## config.mk

```make
export PLATFORM = sky130hd
export DESIGN_NAME = fir_mac_engine
export DESIGN_NICKNAME = d
export VERILOG_FILES = /design/src/rtl/fir_mac_pkg.sv /design/src/rtl/fir_ring_ptr.sv /design/src/rtl/fir_dual_bank.sv /design/src/rtl/fir_mac_pipe.sv /design/src/rtl/fir_mac_engine.sv
export SDC_FILE = /design/constraint.sdc
export NUM_CORES = 2
export LEC_CHECK = 0
export BUFFER_PORTS_ARGS = -buffer_cell sky130_fd_sc_hd__clkbuf_2
export CORE_UTILIZATION = 26
export DETAILED_ROUTE_END_ITERATION = 8
export GPL_ROUTABILITY_DRIVEN = 1
export SLEW_MARGIN = 20
export SYNTH_ARGS = -nofsm -noshare
export SYNTH_HDL_FRONTEND = slang
export SYNTH_SLANG_ARGS = --single-unit
```

## constraint.sdc

```tcl
create_clock -name clk -period 8.1 [get_ports clk]
set_input_delay 0.81 -clock clk [delete_from_list [all_inputs] [get_ports clk]]
set_output_delay 0.81 -clock clk [all_outputs]
set_load 0.05 [all_outputs]
```

## src/rtl/fir_mac_pkg.sv

```systemverilog
package fir_mac_pkg;

    typedef enum logic [1:0] {
        ST_IDLE   = 2'd0,
        ST_RUN    = 2'd1,
        ST_DRAIN  = 2'd2,
        ST_FINISH = 2'd3
    } fir_state_e;

endpackage

```

## src/rtl/fir_ring_ptr.sv

```systemverilog
// Ring pointer with post-step and wrap; DOWN selects the step direction.
module fir_ring_ptr #(
    parameter int DEPTH = 8,
    parameter bit DOWN  = 1'b0,
    localparam int IW   = (DEPTH > 1) ? $clog2(DEPTH) : 1
) (
    input  logic          clk,
    input  logic          rst_n,
    input  logic          load,
    input  logic [IW-1:0] load_val,
    input  logic          step,
    output logic [IW-1:0] ptr
);

    localparam logic [IW-1:0] LAST = IW'(DEPTH - 1);

    logic [IW-1:0] ptr_d, ptr_q, stepped;

    generate
        if (DOWN) begin : g_down
            always_comb stepped = (ptr_q == '0) ? LAST : ptr_q - 1'b1;
        end else begin : g_up
            always_comb stepped = (ptr_q == LAST) ? '0 : ptr_q + 1'b1;
        end
    endgenerate

    always_comb begin
        ptr_d = ptr_q;
        if (load) begin
            ptr_d = load_val;
        end else if (step) begin
            ptr_d = stepped;
        end
    end

    always_ff @(posedge clk or negedge rst_n) begin
        if (!rst_n) begin
            ptr_q <= '0;
        end else begin
            ptr_q <= ptr_d;
        end
    end

    assign ptr = ptr_q;

endmodule

```

## src/rtl/fir_dual_bank.sv

```systemverilog
// Weight bank and sample history ring, read in parallel; sample writes
// may be parked in a one-entry hold slot while a computation runs.
module fir_dual_bank #(
    parameter int N  = 8,
    parameter int DW = 16,
    localparam int IW = (N > 1) ? $clog2(N) : 1
) (
    input  logic          clk,
    input  logic          rst_n,
    input  logic          coef_we,
    input  logic [IW-1:0] coef_addr,
    input  logic [DW-1:0] coef_data,
    input  logic          smp_we,
    input  logic [DW-1:0] smp_data,
    input  logic          hold_wr,
    input  logic          commit,
    input  logic [IW-1:0] rd_caddr,
    input  logic [IW-1:0] rd_saddr,
    output logic [DW-1:0] rd_coef,
    output logic [DW-1:0] rd_smp,
    output logic [IW-1:0] newest,
    output logic          pend_vld
);

    localparam logic [IW-1:0] LAST = IW'(N - 1);

    typedef struct packed {
        logic [N-1:0][DW-1:0] cmem;
        logic [N-1:0][DW-1:0] smem;
        logic [IW-1:0]        wr;
        logic                 pend;
        logic [DW-1:0]        pend_data;
    } bank_t;

    bank_t bank_d, bank_q;

    function automatic logic [IW-1:0] ring_inc(input logic [IW-1:0] p);
        return (p == LAST) ? '0 : p + 1'b1;
    endfunction

    always_comb begin
        logic [IW-1:0] base;
        bank_d = bank_q;
        base   = bank_q.wr;

        if (coef_we && (int'(coef_addr) < N)) begin
            bank_d.cmem[coef_addr] = coef_data;
        end

        if (commit && bank_q.pend) begin
            bank_d.smem[bank_q.wr] = bank_q.pend_data;
            base                   = ring_inc(bank_q.wr);
            bank_d.wr              = base;
            bank_d.pend            = 1'b0;
        end

        if (smp_we) begin
            if (hold_wr) begin
                bank_d.pend      = 1'b1;
                bank_d.pend_data = smp_data;
            end else begin
                bank_d.smem[base] = smp_data;
                bank_d.wr         = ring_inc(base);
            end
        end
    end

    always_ff @(posedge clk or negedge rst_n) begin
        if (!rst_n) begin
            bank_q <= '0;
        end else begin
            bank_q <= bank_d;
        end
    end

    assign rd_coef  = bank_q.cmem[rd_caddr];
    assign rd_smp   = bank_q.smem[rd_saddr];
    assign newest   = (bank_q.wr == '0) ? LAST : bank_q.wr - 1'b1;
    assign pend_vld = bank_q.pend;

endmodule

```

## src/rtl/fir_mac_pipe.sv

```systemverilog
// Registered multiplier followed by a saturating accumulator.
module fir_mac_pipe #(
    parameter int DW = 16,
    parameter int AW = 40,
    localparam int PW = 2 * DW
) (
    input  logic          clk,
    input  logic          rst_n,
    input  logic          clr,
    input  logic          issue,
    input  logic [DW-1:0] coef,
    input  logic [DW-1:0] smp,
    output logic [PW-1:0] prod,
    output logic          prod_vld,
    output logic [AW-1:0] acc
);

    localparam logic [AW-1:0] ACC_MAX = {1'b0, {(AW-1){1'b1}}};
    localparam logic [AW-1:0] ACC_MIN = {1'b1, {(AW-1){1'b0}}};

    typedef struct packed {
        logic [PW-1:0] prod;
        logic          vld;
        logic [AW-1:0] acc;
    } mac_t;

    mac_t mac_d, mac_q;

    always_comb begin
        logic signed [AW:0] sum;
        mac_d     = mac_q;
        mac_d.vld = issue;
        if (issue) begin
            mac_d.prod = PW'($signed(coef) * $signed(smp));
        end

        sum = $signed({mac_q.acc[AW-1], mac_q.acc})
            + $signed({{(AW+1-PW){mac_q.prod[PW-1]}}, mac_q.prod});

        if (clr) begin
            mac_d.acc = '0;
        end else if (mac_q.vld) begin
            if (sum[AW] != sum[AW-1]) begin
                mac_d.acc = sum[AW] ? ACC_MIN : ACC_MAX;
            end else begin
                mac_d.acc = sum[AW-1:0];
            end
        end
    end

    always_ff @(posedge clk or negedge rst_n) begin
        if (!rst_n) begin
            mac_q <= '0;
        end else begin
            mac_q <= mac_d;
        end
    end

    assign prod     = mac_q.prod;
    assign prod_vld = mac_q.vld;
    assign acc      = mac_q.acc;

endmodule

```

## src/rtl/fir_mac_engine.sv

```systemverilog
module fir_mac_engine
    import fir_mac_pkg::*;
#(
    parameter int NTAPS = 8,
    parameter int DW    = 16,
    parameter int AW    = 40,
    parameter int OW    = 16,
    parameter int SHIFT = 15,
    localparam int IW   = (NTAPS > 1) ? $clog2(NTAPS) : 1,
    localparam int CW   = $clog2(NTAPS + 1)
) (
    input  logic          clk,
    input  logic          rst_n,
    input  logic          coef_we,
    input  logic [IW-1:0] coef_addr,
    input  logic [DW-1:0] coef_data,
    input  logic          smp_we,
    input  logic [DW-1:0] smp_data,
    input  logic          start,
    output logic          done,
    output logic [OW-1:0] result
);

    localparam logic [CW-1:0]        LAST_TAP = CW'(NTAPS - 1);
    localparam logic signed [AW-1:0] OUT_MAX  = {{(AW-OW+1){1'b0}}, {(OW-1){1'b1}}};
    localparam logic signed [AW-1:0] OUT_MIN  = {{(AW-OW+1){1'b1}}, {(OW-1){1'b0}}};

    typedef struct packed {
        fir_state_e    state;
        logic [CW-1:0] tap;
        logic          done;
        logic [OW-1:0] result;
    } ctl_t;

    ctl_t ctl_d, ctl_q;

    logic          start_acc, run_busy, hold_wr, commit, issue;
    logic [IW-1:0] cptr, sptr, newest;
    logic [DW-1:0] rd_coef, rd_smp;
    logic [2*DW-1:0] prod;
    logic          prod_vld, pend_vld;
    logic [AW-1:0] acc;
    logic signed [AW-1:0] scaled;

    assign start_acc = start && (ctl_q.state == ST_IDLE);
    assign run_busy  = (ctl_q.state == ST_RUN) || (ctl_q.state == ST_DRAIN);
    assign hold_wr   = run_busy || start_acc;
    assign commit    = (ctl_q.state == ST_FINISH);
    assign issue     = (ctl_q.state == ST_RUN);

    fir_dual_bank #(.N(NTAPS), .DW(DW)) u_bank (
        .clk      (clk),
        .rst_n    (rst_n),
        .coef_we  (coef_we),
        .coef_addr(coef_addr),
        .coef_data(coef_data),
        .smp_we   (smp_we),
        .smp_data (smp_data),
        .hold_wr  (hold_wr),
        .commit   (commit),
        .rd_caddr (cptr),
        .rd_saddr (sptr),
        .rd_coef  (rd_coef),
        .rd_smp   (rd_smp),
        .newest   (newest),
        .pend_vld (pend_vld)
    );

    fir_ring_ptr #(.DEPTH(NTAPS), .DOWN(1'b0)) u_cptr (
        .clk     (clk),
        .rst_n   (rst_n),
        .load    (start_acc),
        .load_val('0),
        .step    (issue),
        .ptr     (cptr)
    );

    fir_ring_ptr #(.DEPTH(NTAPS), .DOWN(1'b1)) u_sptr (
        .clk     (clk),
        .rst_n   (rst_n),
        .load    (start_acc),
        .load_val(newest),
        .step    (issue),
        .ptr     (sptr)
    );

    fir_mac_pipe #(.DW(DW), .AW(AW)) u_mac (
        .clk     (clk),
        .rst_n   (rst_n),
        .clr     (start_acc),
        .issue   (issue),
        .coef    (rd_coef),
        .smp     (rd_smp),
        .prod    (prod),
        .prod_vld(prod_vld),
        .acc     (acc)
    );

    assign scaled = $signed(acc) >>> SHIFT;

    always_comb begin
        ctl_d      = ctl_q;
        ctl_d.done = 1'b0;
        unique case (ctl_q.state)
            ST_IDLE: begin
                if (start_acc) begin
                    ctl_d.state = ST_RUN;
                    ctl_d.tap   = '0;
                end
            end
            ST_RUN: begin
                ctl_d.tap = ctl_q.tap + 1'b1;
                if (ctl_q.tap == LAST_TAP) begin
                    ctl_d.state = ST_DRAIN;
                end
            end
            ST_DRAIN: begin
                ctl_d.state = ST_FINISH;
            end
            ST_FINISH: begin
                ctl_d.state = ST_IDLE;
                ctl_d.done  = 1'b1;
                if (scaled > OUT_MAX) begin
                    ctl_d.result = OUT_MAX[OW-1:0];
                end else if (scaled < OUT_MIN) begin
                    ctl_d.result = OUT_MIN[OW-1:0];
                end else begin
                    ctl_d.result = scaled[OW-1:0];
                end
            end
            default: ctl_d.state = ST_IDLE;
        endcase
    end

    always_ff @(posedge clk or negedge rst_n) begin
        if (!rst_n) begin
            ctl_q <= '{state: ST_IDLE, tap: '0, done: 1'b0, result: '0};
        end else begin
            ctl_q <= ctl_d;
        end
    end

    assign done   = ctl_q.done;
    assign result = ctl_q.result;

endmodule

```

Word level (Yosys, flattened, before mapping)
Cells that the tools add are included.
{"block": "totals", "latch_bits": 0, "word_cells": 110, "mem_bits_rw": 0, "output_inout_bits": 17, "mem_bits_ro": 0, "input_bits": 40, "ff_bits": 378, "n_memories": 0}
{"block": "classes", "add_sub_neg": 7, "div_mod_pow": 0, "n_eq_ne": 10, "bitwise_logic": 0, "reduce_logical": 16, "muxes": 38, "multipliers": 1, "order_cmp": 10, "shifts": 0}
{"op": "128-bit bitwise mux", "n": 3}
{"op": "40-bit 2-to-1 mux", "n": 4}
{"op": "148-bit 2-to-1 mux", "n": 1}
{"op": "16-bit demux with 3-bit select", "n": 3}
{"op": "132-bit 2-to-1 mux", "n": 1}
{"op": "131-bit 2-to-1 mux", "n": 1}
{"op": "16-bit 2-to-1 mux", "n": 7}
{"op": "16-bit binary-select mux with 3-bit select", "n": 2}
{"op": "40-bit by 32-bit adder with 41-bit output", "n": 1}
{"op": "17-bit 2-to-1 mux", "n": 2}
{"op": "16-bit by 16-bit multiplier with 32-bit output", "n": 1}
{"op": "3-bit 2-to-1 mux", "n": 10}
{"op": "25-bit by 16-bit greater-than comparator with 1-bit output, second input constant", "n": 1}
{"op": "25-bit by 16-bit < comparator with 1-bit output, second input constant", "n": 1}
{"op": "3-bit by 4-bit < comparator with 1-bit output, second input constant", "n": 5}
{"op": "3-bit by 1-bit adder with 3-bit output, second input constant", "n": 3}
{"op": "3-bit equality test, second input constant", "n": 3}
{"op": "3-bit by 1-bit >= comparator with 1-bit output, second input constant", "n": 3}
{"op": "2-bit case mux with 4 select lines", "n": 1}
{"op": "4-bit case mux with 2 select lines", "n": 1}
{"op": "3-bit zero test", "n": 2}
{"op": "6-bit 2-to-1 mux", "n": 1}
{"op": "2-bit AND reduction", "n": 3}
{"op": "2-bit nonzero test", "n": 3}
{"op": "12 further kinds", "n": 19}

Longest topological paths before layout
{"block": "depth", "word_depth": 10, "mapped_depth": 29, "ltp_nobuf": 26}

Cells and area by module
From an unflattened synthesis, not the netlist that was laid out.
{"block": "hier_totals", "cells_unflattened": 2686, "hier_area_um2": 30546.8}
{"mod": "fir_mac_pipe", "n_inst": 1, "seq_area_each_um2": 1826.8, "cells_each": 1600, "area_per_inst_um2": 14571.5}
{"mod": "fir_dual_bank", "n_inst": 1, "seq_area_each_um2": 6906.6, "cells_each": 899, "area_per_inst_um2": 14161.1}
{"mod": "fir_mac_engine", "n_inst": 1, "seq_area_each_um2": 575.6, "cells_each": 152, "area_per_inst_um2": 1461.4}
{"mod": "fir_ring_ptr (u_sptr)", "n_inst": 1, "seq_area_each_um2": 75.1, "cells_each": 20, "area_per_inst_um2": 181.4}
{"mod": "fir_ring_ptr (u_cptr)", "n_inst": 1, "seq_area_each_um2": 75.1, "cells_each": 15, "area_per_inst_um2": 171.4}

Worst setup path after synthesis
Ideal clock, no wire load.
{"block": "synth_timing", "kind": "reg-to-reg", "from": "register u_cptr.ptr_q[0] (netlist: u_cptr.ptr[0])", "to": "register u_mac.mac_q, in the netlist u_mac.prod[23]", "setup_time_ns": 0.125, "n_path_buf": 3, "t_required_ns": 7.975, "path_stages_with_launch": 27, "arrival_time_ns": 7.995, "period_less_slack_ns": 8.120, "path_slack_ns": -0.020, "cell_sequence": "dfrtp_1 -> clkbuf_1 -> buf_2 -> buf_1 -> mux4_2 -> mux2i_1 -> nor2_1 -> fa_1 -> inv_1 -> fa_1 -> fa_1 -> inv_1 -> fa_1 -> fa_1 -> inv_1 -> fa_1 -> inv_1 -> ha_1 -> a2111o_1 -> a2111oi_4 -> nor3_2 -> a311o_2 -> a41o_1 -> a21o_1 -> a21oi_2 -> xnor2_1 -> mux2_4"}
{"block": "synth_between", "elab_chain_cells": 3}
{"item": "start, declared", "line_no": "fir_ring_ptr.sv:17", "rtl": "logic [IW-1:0] ptr_d, ptr_q, stepped;"}
{"item": "start signal, assigned", "line_no": "fir_ring_ptr.sv:40", "rtl": "ptr_q <= ptr_d;"}
{"item": "16-bit binary-select mux with 3-bit select", "line_no": "fir_dual_bank.sv:76", "rtl": "assign rd_coef = bank_q.cmem[rd_caddr];"}
{"item": "16-bit 2-to-1 mux (implied by the code)", "line_no": "fir_dual_bank.sv:76"}
{"item": "16-bit by 16-bit multiplier with 32-bit output", "line_no": "fir_mac_pipe.sv:34", "rtl": "mac_d.prod = PW'($signed(coef) * $signed(smp));"}
{"item": "end signal, assigned", "line_no": "fir_mac_pipe.sv:55", "rtl": "mac_q <= mac_d;"}
{"item": "end, declared", "line_no": "fir_mac_pipe.sv:27", "rtl": "mac_t mac_d, mac_q;"}
Every way passes these cells. The select of a mux whose other input is x is not followed.
A chain may end at the register's enable or synchronous reset.

Final worst setup path
{"block": "layout_timing", "from": "register u_sptr.ptr_q[0] (netlist: u_sptr.ptr[0])", "to": "register u_mac.mac_q, in the netlist u_mac.prod[28]"}
{"block": "layout_between", "elab_chain_cells": 3}
{"item": "start, declared", "line_no": "fir_ring_ptr.sv:17"}
{"item": "start signal, assigned", "line_no": "fir_ring_ptr.sv:40"}
{"item": "16-bit binary-select mux with 3-bit select", "line_no": "fir_dual_bank.sv:77", "rtl": "assign rd_smp = bank_q.smem[rd_saddr];"}
{"item": "16-bit 2-to-1 mux (implied by the code)", "line_no": "fir_dual_bank.sv:77"}
{"item": "16-bit by 16-bit multiplier with 32-bit output", "line_no": "fir_mac_pipe.sv:34"}
Every way passes these cells. The select of a mux whose other input is x is not followed.

==> results.cfg <==
[clock_network]
clock_latency_ns = 0.62
cts.htree.levels = 2
ctsRootBufferMaster = clkbuf_16
clk_pin_slew_ns = 0.07
ctsHoldBuffers = 0
cts_tree = done
numCtsBuffers = 44
cts.sinks = 378
cts_buffer_depth = 3
postCtsSetupBuffers = 0

[critical_path]
cp-start-kind = register
criticalPathCategory = register to register
required_ns = 8.58
cp_max_fo = 35
crit_arrival_ns = 8.27
end_kind = register

[logic_synthesis]
synth_flop_cell = dfrtp_1
synth_seq_cells = 378
synth_edf_count = 0
syn_inst = 2881
ys_seq_area_frac = 0.319
syn_avg_cell_area_um2 = 10.3
async_reset_ff_frac = 1.00
yosysWarnings = 0
synth_cell_types = 74
synth_nets = 3321
synthesis.area_um2 = 29700

[run]
cap_violations = 0

[timing]
fin_crit_ns = 7.79
fmax_ghz = 0.128
hold_ws_ns = 0.267
setup_viol = 0
finalSetupTns_ns = 0
max_slew.worst_pin.slew_ns = 1.09
rsz0062_at_grt = false
finalMaxSlewViolations = 0
finalCritPeriodShare = 0.962
skew_ns = 0.0447
hold_viol = 0
max-slew-margin-rel = 0.270

[cells_and_area]
drive_above_1_share = 0.176
fin_util = 0.296
layout_commonest_cell = dfrtp_1
layout_common_cells = dfrtp_1, inv_1, nand2_1
nNetsFinal = 3325
fin_area_um2 = 33400
syn2layout_area_growth_pct = 12.5

[hold_path]
min_path_type = input port to asynchronous set/reset pin

[global_route]
grt_pass1_vias = 21800
grt_pass1_wl_mm = 123
grt_overflow = 0
grt_max_degree = 173
grt.total_usage = 0.133
antenna_found_initial = 2

[route]
drt_pass1_iterations = 5
wirelength_mm = 75.0
wl_per_cell_um = 17.0
drtIter0Drc = 1284
drc = 0
drtAntennaViolNets = 0
dr_total_vias = 20600
avgViaCountPerCell = 4.67

[floorplan]
io_pins = 57
start_util = 0.263
fp-row-count = 123
coreArea_um2 = 113000
die_x_um = 340
fp.dieH_um = 340
dieArea_um2 = 116000

[status]
status = complete, no violations

[placement]
port_buffers = 56
place_area_um2 = 31800
gp_congestion = 0.925
dp_hpwl_mm = 53.7
## worst max-delay path, stage by stage (launching register included)
cell and delay (ns):
dfrtp_2 0.37, buf_12 0.28, mux4_2 0.54, mux2i_1 0.64
buf_4 0.38, nor2_1 0.09, fa_1 0.62, fa_1 0.45
fa_1 0.60, fa_1 0.46, fa_1 0.49, inv_1 0.05
fa_1 0.47, inv_1 0.04, ha_1 0.34, a21o_1 0.18
a21o_1 0.17, a21o_1 0.17, a211oi_1 0.24, o21ai_0 0.16
a31o_2 0.26, a21oi_1 0.15, nor2b_1 0.18, xnor2_1 0.07
mux2_2 0.25
## logic make-up (layout without fill, tap and decap cells)
family / after synthesis / after routing / synth area share
AO/OA/AOI/OAI: 430 / 430 / 0.0865
XOR/XNOR: 67 / 67 / 0.0198
adder cells (fa/ha/maj): 400 / 400 / 0.235
buffers and inverters: 489 / 529 / 0.0656
flip-flops: 378 / 378 / 0.319
multiplexers: 415 / 415 / 0.175
other: 0 / 1 / 0
AND/OR/NAND/NOR: 702 / 702 / 0.0996
## path summary, 6_finish.rpt
check,startpoint,to,slack [ns],depth (start not counted)
worst max-delay path,u_sptr.ptr[0],u_mac.prod[28],0.31,24
worst min-delay path,rst_n,ctl_q[17],0.27,1
worst max register to register,u_sptr.ptr[0],u_mac.prod[28],0.31,24
worst min register to register,u_mac.acc[0],u_mac.acc[0],0.49,2
max in group asynchronous,rst_n,u_mac.prod[7],6.09,3
min in group clk,u_mac.acc[0],u_mac.acc[0],0.49,2
## layout make-up
| type | instances | area [um^2] |
|---|---|---|
| antenna | 1 | 2.50 |
| clock buffer | 58 | 1220 |
| clock inverter | 24 | 350 |
| fill | 11600 | 79400 |
| inverter | 319 | 1200 |
| multi-input combinational | 2014 | 18400 |
| sequential | 378 | 9460 |
| tap | 1500 | 1880 |
| timing repair buffer | 128 | 918 |
## per-layer routing
metal / up-vias / track usage / part of all wire
met4: 2 / 0.0441 / 0.030
met5: - / 0 / 0.00016
met3: 129 / 0.0193 / 0.043
met2: 445 / 0.234 / 0.51
met1: 10400 / 0.165 / 0.42
li1: 9608 / - / -
## repair_timing
action                                  in CTS  in global routing
hold endpoints to repair                     0                  0
resized for setup                            0                  2
endpoints found under the setup margin       0                  2
## sequential cells by signal (all words and copies together), names as in the netlist
signal and count:
result 16, u_mac.prod 32, u_bank.pend_vld 1, u_sptr.ptr 3, u_bank.bank_q 275, u_mac.acc 40, u_cptr.ptr 3, ctl_q 6
u_mac.prod_vld 1, done 1
## Yosys cell counts (all sizes together), types with 4 or more instances
library cell | count | share of area
dfrtp | 378 | 0.32
inv | 318 | 0.040
nand2 | 317 | 0.040
fa | 263 | 0.18
nor2 | 250 | 0.032
o21ai | 201 | 0.035
mux2 | 190 | 0.072
mux2i | 161 | 0.054
ha | 137 | 0.058
clkbuf | 118 | 0.015
a21oi | 109 | 0.018
mux4 | 64 | 0.049
buf | 52 | 0.010
xnor2 | 49 | 0.014
a21o | 37 | 0.0096
nor3 | 26 | 0.0046
nand3 | 19 | 0.0032
xor2 | 18 | 0.0053
a31oi | 15 | 0.0032
nand2b | 14 | 0.0029
nor2b | 13 | 0.0027
a211oi | 11 | 0.0028
nand4 | 11 | 0.0023
or2 | 11 | 0.0023
and2 | 9 | 0.0019
nand3b | 8 | 0.0020
o31ai | 7 | 0.0018
o21bai | 6 | 0.0015
and3 | 5 | 0.0011
nor4 | 5 | 0.0013
o211ai | 5 | 0.0013
a41o | 4 | 0.0013
nor3b | 4 | 0.0010
## through the flow
stage | setup WS (ns) | instances
floorplan | 0.0161 | 2881
global placement | 0.368 | 4339
detailed placement | 0.337 | 4339
CTS | 0.310 | 4421
global route | 0.00724 | 4421
finish | 0.308 | 4422
Power is left out: the tool's default activity adds up to more than one toggle a clock period on the data nets, which glitch-free logic cannot reach.
